**src/rtl/fsp_pkg.sv**
```systemverilog
package fsp_pkg;
  typedef enum logic [2:0] {
    OP_BYTE = 3'd0,
    OP_WORD = 3'd1,
    OP_SEC  = 3'd2,
    OP_B32  = 3'd3,
    OP_B64  = 3'd4,
    OP_CHIP = 3'd5
  } op_kind_e;

  localparam int unsigned SR0_LOCK = 7;
  localparam int unsigned SR0_BP_H = 3;
  localparam int unsigned SR0_BP_L = 2;
  localparam int unsigned SR1_BOT  = 3;
  localparam int unsigned SR1_TOP  = 2;
endpackage

```
**src/rtl/fsp_range_calc.sv**
```systemverilog
module fsp_range_calc #(
  parameter int unsigned ADDR_W = 18,
  parameter int unsigned SEC_W  = 12,
  parameter int unsigned B32_W  = 15,
  parameter int unsigned B64_W  = 16
) (
  input  logic [2:0]        kind_i,
  input  logic [ADDR_W-1:0] addr_i,
  input  logic              word_on_i,
  input  logic [ADDR_W-1:0] word_base_i,
  output logic [ADDR_W-1:0] lo_o,
  output logic [ADDR_W-1:0] hi_o,
  output logic              valid_o
);
  import fsp_pkg::*;

  localparam logic [ADDR_W-1:0] ONES = '1;
  localparam int unsigned N_ER = 3;
  localparam int unsigned ER_W [N_ER] = '{SEC_W, B32_W, B64_W};

  logic [ADDR_W-1:0] er_lo [N_ER];
  logic [ADDR_W-1:0] er_hi [N_ER];
  logic [ADDR_W-1:0] word_lo;

  for (genvar g = 0; g < N_ER; g++) begin : g_erase
    localparam logic [ADDR_W-1:0] MASK = ONES << ER_W[g];
    assign er_lo[g] = addr_i & MASK;
    assign er_hi[g] = addr_i | ~MASK;
  end

  // Continuation words step from the previous word; first word aligns input.
  assign word_lo = word_on_i ? (word_base_i + ADDR_W'(2)) : (addr_i & (ONES << 1));

  always_comb begin
    lo_o    = '0;
    hi_o    = ONES;
    valid_o = 1'b1;
    case (kind_i)
      OP_BYTE: begin lo_o = addr_i;   hi_o = addr_i;          end
      OP_WORD: begin lo_o = word_lo;  hi_o = word_lo | ADDR_W'(1); end
      OP_SEC:  begin lo_o = er_lo[0]; hi_o = er_hi[0];        end
      OP_B32:  begin lo_o = er_lo[1]; hi_o = er_hi[1];        end
      OP_B64:  begin lo_o = er_lo[2]; hi_o = er_hi[2];        end
      OP_CHIP: begin lo_o = '0;       hi_o = ONES;            end
      default: valid_o = 1'b0;
    endcase
  end
endmodule

```
**src/rtl/fsp_prot_check.sv**
```systemverilog
module fsp_prot_check #(
  parameter int unsigned ADDR_W = 18,
  parameter int unsigned SEC_W  = 12
) (
  input  logic [ADDR_W-1:0] lo_i,
  input  logic [ADDR_W-1:0] hi_i,
  input  logic [1:0]        bp_i,
  input  logic              top_lock_i,
  input  logic              bot_lock_i,
  output logic              blocked_o
);
  localparam logic [ADDR_W-1:0] ONES       = '1;
  localparam logic [ADDR_W-1:0] QUART_BASE = {2'b11, {(ADDR_W-2){1'b0}}};
  localparam logic [ADDR_W-1:0] HALF_BASE  = {2'b10, {(ADDR_W-2){1'b0}}};
  localparam logic [ADDR_W-1:0] TOP_SEC    = ONES << SEC_W;

  logic [ADDR_W-1:0] prot_lo;
  logic bp_hit, top_hit, bot_hit;

  always_comb begin
    case (bp_i)
      2'b01:   prot_lo = QUART_BASE;
      2'b10:   prot_lo = HALF_BASE;
      default: prot_lo = '0;
    endcase
  end

  // Every protected region ends at the top address, so overlap needs only hi.
  assign bp_hit    = (bp_i != 2'b00) && (hi_i >= prot_lo);
  assign top_hit   = top_lock_i && (hi_i >= TOP_SEC);
  assign bot_hit   = bot_lock_i && (lo_i[ADDR_W-1:SEC_W] == '0);
  assign blocked_o = bp_hit | top_hit | bot_hit;
endmodule

```
**src/rtl/fsp_wsr_gate.sv**
```systemverilog
module fsp_wsr_gate (
  input  logic       wp_n_i,
  input  logic       lock_i,
  input  logic       wel_i,
  input  logic       arm_i,
  input  logic       sel_i,
  input  logic [7:0] data_i,
  input  logic [1:0] bp_i,
  input  logic       top_i,
  input  logic       bot_i,
  output logic       ok_o,
  output logic [1:0] bp_o,
  output logic       lock_o,
  output logic       top_o,
  output logic       bot_o
);
  import fsp_pkg::*;

  assign ok_o = (wel_i | arm_i) & ~(~wp_n_i & lock_i);

  always_comb begin
    bp_o   = bp_i;
    lock_o = lock_i;
    top_o  = top_i;
    bot_o  = bot_i;
    if (!sel_i) begin
      bp_o   = data_i[SR0_BP_H:SR0_BP_L];
      lock_o = data_i[SR0_LOCK];
    end else begin
      top_o  = data_i[SR1_TOP];
      bot_o  = data_i[SR1_BOT];
    end
  end
endmodule

```
**src/rtl/fsp_status_ctrl.sv**
```systemverilog
module fsp_status_ctrl #(
  parameter int unsigned ADDR_W = 18,
  parameter int unsigned SEC_W  = 12,
  parameter int unsigned B32_W  = 15,
  parameter int unsigned B64_W  = 16
) (
  input  logic              clk,
  input  logic              rst,
  input  logic              wren_i,
  input  logic              wrdi_i,
  input  logic              ewsr_i,
  input  logic              wrsr_i,
  input  logic              wrsr_sel_i,
  input  logic [7:0]        wrsr_data_i,
  input  logic              op_req_i,
  input  logic [2:0]        op_kind_i,
  input  logic [ADDR_W-1:0] op_addr_i,
  input  logic              wp_n_i,
  input  logic              done_i,
  output logic              grant_o,
  output logic              deny_o,
  output logic [7:0]        sr0_o,
  output logic [7:0]        sr1_o,
  output logic              wel_o
);
  import fsp_pkg::*;

  localparam logic [ADDR_W-1:0] LAST_WORD = {{(ADDR_W-1){1'b1}}, 1'b0};

  logic              busy_q, wel_q, word_q, arm_q, lock_q, top_q, bot_q;
  logic [1:0]        bp_q;
  logic [ADDR_W-1:0] word_addr_q;

  logic [ADDR_W-1:0] rng_lo, rng_hi;
  logic              kind_ok, blocked;
  logic              wsr_ok, lock_n, top_n, bot_n;
  logic [1:0]        bp_n;

  fsp_range_calc #(
    .ADDR_W(ADDR_W), .SEC_W(SEC_W), .B32_W(B32_W), .B64_W(B64_W)
  ) u_range (
    .kind_i      (op_kind_i),
    .addr_i      (op_addr_i),
    .word_on_i   (word_q),
    .word_base_i (word_addr_q),
    .lo_o        (rng_lo),
    .hi_o        (rng_hi),
    .valid_o     (kind_ok)
  );

  fsp_prot_check #(.ADDR_W(ADDR_W), .SEC_W(SEC_W)) u_prot (
    .lo_i       (rng_lo),
    .hi_i       (rng_hi),
    .bp_i       (bp_q),
    .top_lock_i (top_q),
    .bot_lock_i (bot_q),
    .blocked_o  (blocked)
  );

  fsp_wsr_gate u_gate (
    .wp_n_i (wp_n_i),
    .lock_i (lock_q),
    .wel_i  (wel_q),
    .arm_i  (arm_q),
    .sel_i  (wrsr_sel_i),
    .data_i (wrsr_data_i),
    .bp_i   (bp_q),
    .top_i  (top_q),
    .bot_i  (bot_q),
    .ok_o   (wsr_ok),
    .bp_o   (bp_n),
    .lock_o (lock_n),
    .top_o  (top_n),
    .bot_o  (bot_n)
  );

  always_ff @(posedge clk) begin
    if (rst) begin
      busy_q      <= 1'b0;
      wel_q       <= 1'b0;
      word_q      <= 1'b0;
      arm_q       <= 1'b0;
      lock_q      <= 1'b0;
      top_q       <= 1'b0;
      bot_q       <= 1'b0;
      bp_q        <= 2'b11;
      word_addr_q <= '0;
      grant_o     <= 1'b0;
      deny_o      <= 1'b0;
    end else begin
      grant_o <= 1'b0;
      deny_o  <= 1'b0;
      if (busy_q) begin
        // Array operation in flight: only completion matters.
        if (done_i) begin
          busy_q <= 1'b0;
          if (!word_q) begin
            wel_q <= 1'b0;
          end else if (word_addr_q == LAST_WORD) begin
            word_q <= 1'b0;
            wel_q  <= 1'b0;
          end
        end
      end else if (wrdi_i) begin
        wel_q  <= 1'b0;
        arm_q  <= 1'b0;
        word_q <= 1'b0;
      end else if (word_q) begin
        if (op_req_i && (op_kind_i == OP_WORD)) begin
          if (blocked) begin
            deny_o <= 1'b1;
          end else begin
            grant_o     <= 1'b1;
            busy_q      <= 1'b1;
            word_addr_q <= rng_lo;
          end
        end else if (wrsr_i || op_req_i) begin
          deny_o <= 1'b1;
        end
      end else if (wren_i) begin
        wel_q <= 1'b1;
      end else if (ewsr_i) begin
        arm_q <= 1'b1;
      end else if (wrsr_i) begin
        wel_q <= 1'b0;
        arm_q <= 1'b0;
        if (wsr_ok) begin
          grant_o <= 1'b1;
          bp_q    <= bp_n;
          lock_q  <= lock_n;
          top_q   <= top_n;
          bot_q   <= bot_n;
        end else begin
          deny_o <= 1'b1;
        end
      end else if (op_req_i) begin
        if (wel_q && kind_ok && !blocked) begin
          grant_o <= 1'b1;
          busy_q  <= 1'b1;
          if (op_kind_i == OP_WORD) begin
            word_q      <= 1'b1;
            word_addr_q <= rng_lo;
          end
        end else begin
          deny_o <= 1'b1;
        end
      end
    end
  end

  assign sr0_o = {lock_q, word_q, 2'b00, bp_q, wel_q, busy_q};
  assign sr1_o = {4'b0000, bot_q, top_q, 2'b00};
  assign wel_o = wel_q;
endmodule

```
**config.mk**
```make
export PLATFORM = sky130hd
export DESIGN_NAME = fsp_status_ctrl
export DESIGN_NICKNAME = d
export VERILOG_FILES = /design/src/rtl/fsp_pkg.sv /design/src/rtl/fsp_range_calc.sv /design/src/rtl/fsp_prot_check.sv /design/src/rtl/fsp_wsr_gate.sv /design/src/rtl/fsp_status_ctrl.sv
export SDC_FILE = /design/constraint.sdc
export NUM_CORES = 1
export LEC_CHECK = 0
export ABC_AREA = 0
export BUFFER_PORTS_ARGS = -buffer_cell sky130_fd_sc_hd__buf_4
export CAP_MARGIN = 30
export CORE_UTILIZATION = 50
export CTS_BUF_LIST = sky130_fd_sc_hd__clkbuf_4 sky130_fd_sc_hd__clkbuf_8
export DETAILED_ROUTE_END_ITERATION = 7
export PLACE_DENSITY = 0.79
export SLEW_MARGIN = 5
export SYNTH_ARGS = -nofsm -noshare
export SYNTH_HDL_FRONTEND = slang
export SYNTH_SLANG_ARGS = --single-unit
```
**constraint.sdc**
```tcl
create_clock -name clk -period 3.78 [get_ports clk]
set_clock_uncertainty 0.15 [all_clocks]
set_input_delay 0.756 -clock clk [delete_from_list [all_inputs] [get_ports clk]]
set_output_delay 0.756 -clock clk [all_outputs]
set_load 0.02 [all_outputs]
```
# Word-level counts from Yosys, hierarchy flattened
# Cells that the tools add are included.
[totals]
elab_cells = 134
output_inout_bits = 19
inputBits = 39
reg_bits = 29
[classes]
n_lt_le_gt_ge = 2
addsub = 1
n_mux = 65
eq_ne = 19
n_reduce_logical = 23
bitwise = 13
[op_table]
columns = ["operator", "count"]
rows = [
  ["2-to-1 mux 18 bit", 10],
  ["case mux 18 bit (5 select lines)", 2],
  ["2-to-1 mux 1 bit", 52],
  ["case mux 18 bit (2 select lines)", 1],
  ["adder 18 x 2 -> 18 bit (second input constant)", 1],
  ["equality test 18 bit (second input constant)", 1],
  [">= comparator 18 bit", 1],
  [">= comparator 18 bit (second input constant)", 1],
  ["AND reduction 8 bit", 2],
  ["!= test 2 x 1 -> 1 bit (second input constant)", 5],
  ["AND reduction 10 bit", 1],
  ["inverter 1 bit", 8],
  ["nonzero test 2 bit", 4],
  ["equality test 3 x 2 -> 1 bit (second input constant)", 2],
  ["equality test 3 bit (second input constant)", 2],
  ["logical AND 1 bit", 6],
  ["zero test 6 bit", 1],
  ["!= test 2 bit (second input constant)", 3],
  ["OR reduction 6 bit", 1],
  ["AND reduction 5 bit", 1],
  ["!= test 4 x 3 -> 1 bit (second input constant)", 1],
  ["AND reduction 4 bit", 1],
  ["nonzero test 4 bit", 1],
  ["equality test 3 x 1 -> 1 bit (second input constant)", 1],
  ["other kinds (11)", 14],
]

# Logic depth before layout (Yosys ltp)
[logic_depth]
depth_word = 17
mapped_depth = 17

# Modules after synthesis
# Synthesis repeated with hierarchy kept, for this count alone.
[unflattened]
cells_unflattened = 322
area_unflattened_um2 = 2503.7
[by_module_without_submodules]
columns = ["module", "cells_each", "instances", "seq_area_each_um2", "area_each_um2"]
rows = [
  ["fsp_status_ctrl", 159, 1, 580.6, 1497.7],
  ["fsp_range_calc", 132, 1, 0.0, 754.5],
  ["fsp_prot_check", 23, 1, 0.0, 182.7],
  ["fsp_wsr_gate", 8, 1, 0.0, 68.8],
]

# Least setup slack after synthesis
# Ideal clock, no wire load.
[synth_path]
path_type = "input -> register"
start = "input port op_kind_i[1]"
end = "register word_addr_q[12]"
slack_ns = 0.035
setup_time_ns = 0.080
t_arrival_ns = 3.516
path_stages = 15
cell_sequence = "clkbuf_1 > or2_2 > o21ai_0 > a221o_1 > ha_1 > nand2_1 > nor3_1 > o311a_1 > nand4_1 > nor4_1 > o211a_1 > buf_6 > clkbuf_1 > nor3_1 > a211oi_2"
[synth_between]
elab_chain_cells = 10
[synth_rtl]
columns = ["element", "line_no", "source"]
rows = [
  ["start, declared", "fsp_status_ctrl.sv:16", "input logic [2:0] op_kind_i,"],
  ["equality test 3 bit, or another cell as far along", "fsp_range_calc.sv:38", "case (kind_i)"],
  ["case mux 18 bit (5 select lines)", "fsp_range_calc.sv:38", ""],
  [">= comparator 18 bit (on tied branches)", "fsp_prot_check.sv:29, fsp_prot_check.sv:30", ""],
  ["logical AND 1 bit (on tied branches)", "fsp_prot_check.sv:29, fsp_prot_check.sv:30", ""],
  ["bitwise OR 1 bit (2 in a row)", "fsp_prot_check.sv:32", "assign blocked_o = bp_hit | top_hit | bot_hit;"],
  ["zero test 1 bit", "fsp_status_ctrl.sv:137", "if (wel_q && kind_ok && !blocked) begin"],
  ["logical AND 1 bit", "fsp_status_ctrl.sv:137", ""],
  ["nonzero test 2 bit (no source line)", "-", ""],
  ["AND reduction 10 bit (no source line)", "-", ""],
  ["end signal, assigned", "fsp_status_ctrl.sv:115", "word_addr_q <= rng_lo;"],
  ["end signal, assigned", "fsp_status_ctrl.sv:142", "word_addr_q <= rng_lo;"],
  ["end, declared", "fsp_status_ctrl.sv:32", "logic [ADDR_W-1:0] word_addr_q;"],
]
# Parallel ways exist; a longest one is shown, timed or not. The select of a mux whose other input is x is not followed.
# A chain may end at the register's enable or synchronous reset.

# Worst setup path after layout
[layout_path]
start = "register word_addr_q[1]"
end = "register word_addr_q[12]"
[layout_between]
elab_chain_cells = 11
[layout_rtl]
columns = ["element", "line_no", "source"]
rows = [
  ["adder 18 x 2 -> 18 bit *", "fsp_range_calc.sv:32", "assign word_lo = word_on_i ? (word_base_i + ADDR_W'(2)) : (addr_i & (ONES << 1));"],
  ["2-to-1 mux 18 bit *", "fsp_range_calc.sv:32", ""],
  ["case mux 18 bit (5 select lines)", "fsp_range_calc.sv:38", ""],
  [">= comparator 18 bit (on tied branches)", "fsp_prot_check.sv:29, fsp_prot_check.sv:30", ""],
  ["logical AND 1 bit (on tied branches)", "fsp_prot_check.sv:29, fsp_prot_check.sv:30", ""],
  ["bitwise OR 1 bit (2 in a row)", "fsp_prot_check.sv:32", ""],
  ["zero test 1 bit", "fsp_status_ctrl.sv:137", ""],
  ["logical AND 1 bit", "fsp_status_ctrl.sv:137", ""],
  ["nonzero test 2 bit (no source line)", "-", ""],
  ["AND reduction 10 bit (no source line)", "-", ""],
]
# Every way passes the cells marked *; elsewhere a longest branch is shown, timed or not. The select of a mux whose other input is x is not followed.

==> impl_results.md <==
- Syn avg cell area: 7.56 um^2
- Area grow syn2layout: 28.9%
- Deepest clock path buffer count: 2
- Compound-Gate Fraction of Synth Area: 0.283
- # rows: 24
- Cell Area, Synth: 2360 um^2
- Failing checks: design-rule violations
- Initial antenna violation count: 0
- NumNets Final: 418
- Yosys reg bits: 29
- Met2 routed WL: 3.40 mm
- Vias/cell: 6.23
- Critical Path Sink Type: register
- Min-Delay Path Depth: 1
- Outcome: finished, violations left
- Final Cell Area: 3040 um^2
- Highest Signal Layer: met4
- CTS tree: yes
- Vias in the first global route: 2,433
- Maximum vdd drop: 0.000241 V
- HP Start: word_addr_q[0]
- WL/cell: 16.6 um
- CTS Sinks: 29
- First DRT Iteration DRCs: 301
- CTS root buf: clkbuf_8
- Final GP Congestion: 0.894
- GR Util All Layers: 0.282
- Io pins: 58
- Finished Layout Cells: 426
- H-tree levels: 2
- Worst path required time: 3.84 ns
- Pins Over Slew Limit: 0
- Part of the cycle the worst path needs: 0.967
- Leakage: 1.21 nW
- Pin count of the biggest net entering global routing: 27
- Asr flop ratio synth: 0
- WL met1: 2.99 mm
- Die area: 4990 um^2
- Clock-pin slew on the worst setup and hold paths: 0.06 ns
- Pre-CTS WS: -0.162 ns
- Final setup margin: 0.125 ns
- DRT antenna net count: 0
- Final hold slack: 0.325 ns
- Largest family of logic cells by synthesized area: simple AND/OR/NAND/NOR gates
- Most instantiated cells after synthesis: 29 x dfxtp_1, 25 x nand2_1, 21 x nor2_1, 21 x o21ai_0, 19 x nor3_1
- Register area share after synthesis: 0.246
- Hold Path Sink: word_addr_q[0]
- Ys flop type: dfxtp_1
- WS Path Type: register to register
- Share of cells above drive strength 1: 0.297
- WL final: 7.07 mm
- Placed cell area: 2850 um^2
- Worst-path fanout max: 4
- Area share of the largest cell type after synthesis: 0.246
- Max Freq: 274 MHz
- Worst Tran Pin Value: 0.675 ns
- Fillcell total: 365
- Most frequent cell after synthesis: dfxtp_1
- Endpoints failing setup: 0
- R2r endpoint: word_addr_q[12]
- Power Density: 232 nW/um^2
- Multiplexer share of the synthesized area: 0.0255
- Worst endpoint data arrival time: 3.72 ns
- R2R Path Start: word_addr_q[1]
- Synth warnings: 0
- Max-cap viol count: 0
- Worst Hold Class: register to register
- DRC Markers: 10
- Post-synth EDFFs: 0
- Placed instance count: 418
- Initial Util: 0.530
- Simple-Gate Fraction of Synth Area: 0.288
- First-pass GRT wire length: 11.2 mm
- HPWL after detailed placement: 5.08 mm
- Crit path launch type: register
- PortBufs: 44
- Reg-to-reg slack, setup: 0.12 ns
- DR vias: 2,655
- Hold Vio Cnt, Final: 0
- Core area: 4440 um^2
- Routed wire length on met3: 556 um
- Gate Count Post-Synth: 312
- Antenna Cells: 0
- Max_slew headroom: 0.549
- Synth Area in XOR/XNOR: 0.0260
- Tmin final: 3.66 ns
- Die width: 70.7 um
- Grt ovf: 0
- Synth Area in Adders: 0.0265
- Cell taking the most area after synthesis: dfxtp_1
- Clock latency on the worst-skew pair: 0.29 ns
- Synth cell types: 60
- Die Y: 70.7 um
- TritonCTS Buffers: 5
- Initial DRT Pass Iterations: 8
- Synth area leaders: dfxtp_1 25%, buf_4 4.8%, o21ai_0 4.5%
- Cells on worst reg2reg path: 16
==> registers in the layout, summed over array words and instances (netlist names) <==
| register | flops |
|---|---|
| word_q | 1 |
| word_addr_q | 18 |
| wel_o | 1 |
| grant_o | 1 |
| busy_q | 1 |
| arm_q | 1 |
| top_q | 1 |
| bot_q | 1 |
| deny_o | 1 |
| lock_q | 1 |
| bp_q | 2 |
==> final cells by class <==
class | count | area [um^2] | area share
sequential | 29 | 586 | 0.193
inverter | 12 | 45.0 | 0.0148
timing repair buffer | 81 | 619 | 0.204
clock buffer | 7 | 90.1 | 0.0296
tap | 52 | 65.1 | 0.0214
multi-input combinational | 245 | 1630 | 0.538
==> critical path, stage by stage (launching register included) <==
cell,delay [ns]
dfxtp_2,0.36
ha_4,0.14
nand4_1,0.17
nor4_2,0.38
mux2i_1,0.15
a221o_1,0.33
ha_4,0.29
nand2_1,0.07
nor3_2,0.13
o311a_1,0.21
nand4_1,0.10
nor4_2,0.32
buf_4,0.20
o211a_4,0.18
buf_4,0.13
nor3_1,0.05
a211oi_2,0.20
==> repair_timing <==
action                     CTS  global route
pin swaps                    0             6
setup endpoints to repair   13            22
setup buffers                0             1
hold buffers                 0             0
resized for setup            2            16
==> layout by cell type (no fill, tap or decap), drive strengths merged, types with 2 or more instances in the layout <==
| master | instances |
|---|---|
| nor2 | 21 |
| and3 | 5 |
| buf | 81 |
| nand2b | 3 |
| o311ai | 2 |
| nor4 | 7 |
| and2 | 3 |
| inv | 12 |
| a211oi | 5 |
| a311oi | 2 |
| nor2b | 2 |
| o21a | 6 |
| o311a | 3 |
| mux2i | 6 |
| o31ai | 9 |
| or4 | 2 |
| nor3b | 2 |
| o21ai | 26 |
| o211ai | 8 |
| a21oi | 18 |
| or3 | 7 |
| nor3 | 19 |
| nand3 | 11 |
| nand4 | 9 |
| xnor2 | 6 |
| ha | 5 |
| dfxtp | 29 |
| and4 | 2 |
| a32oi | 2 |
| a21o | 3 |
| nand2 | 25 |
| conb | 8 |
| clkbuf | 7 |
==> layer usage <==
layer,up-vias,track usage
met2,124,0.475
li1,1272,-
met3,16,0.0584
met1,1243,0.359
met4,0,0.100
met5,-,0
==> per-stage QoR <==
stage	setup TNS [ns]	util	total power, mW
final	0	0.684	0.704
after global routing	-0.0297	0.684	0.728
after CTS	0	0.665	0.698
after detailed placement	-2.41	0.642	0.427
after global placement	-2.64	0.642	0.425
after floorplan	0	-	0.380
==> power by group <==
| part | switching [mW] | leakage [nW] | internal [mW] |
|---|---|---|---|
| registers | 0.00123 | 0.236 | 0.307 |
| clock network | 0.125 | 0.0477 | 0.152 |
| logic | 0.0666 | 0.929 | 0.0519 |
==> worst max path at each step <==
stage              startpoint               to  slack (ns)  cells after the start
2_1_floorplan    op_kind_i[1]  word_addr_q[12]        0.03                     15
3_3_place_gp     op_kind_i[1]   word_addr_q[1]       -0.17                     17
3_5_place_dp     op_kind_i[1]   word_addr_q[1]       -0.16                     17
4_1_cts        word_addr_q[6]   word_addr_q[1]        0.03                     15
5_1_grt        word_addr_q[1]  word_addr_q[17]       -0.02                     16
6_report       word_addr_q[1]  word_addr_q[12]        0.12                     16
==> cell families (layout without fill, tap and decap cells) <==
| family | Yosys count | count (layout) |
|---|---|---|
| xor+xnor | 7 | 7 |
| buf+inv | 45 | 100 |
| flops | 29 | 29 |
| other cells | 1 | 8 |
| compound gates | 95 | 95 |
| fa+ha+maj | 5 | 5 |
| mux | 6 | 6 |
| simple gates | 124 | 124 |
No activity file was read; power rests on OpenSTA's default activity.
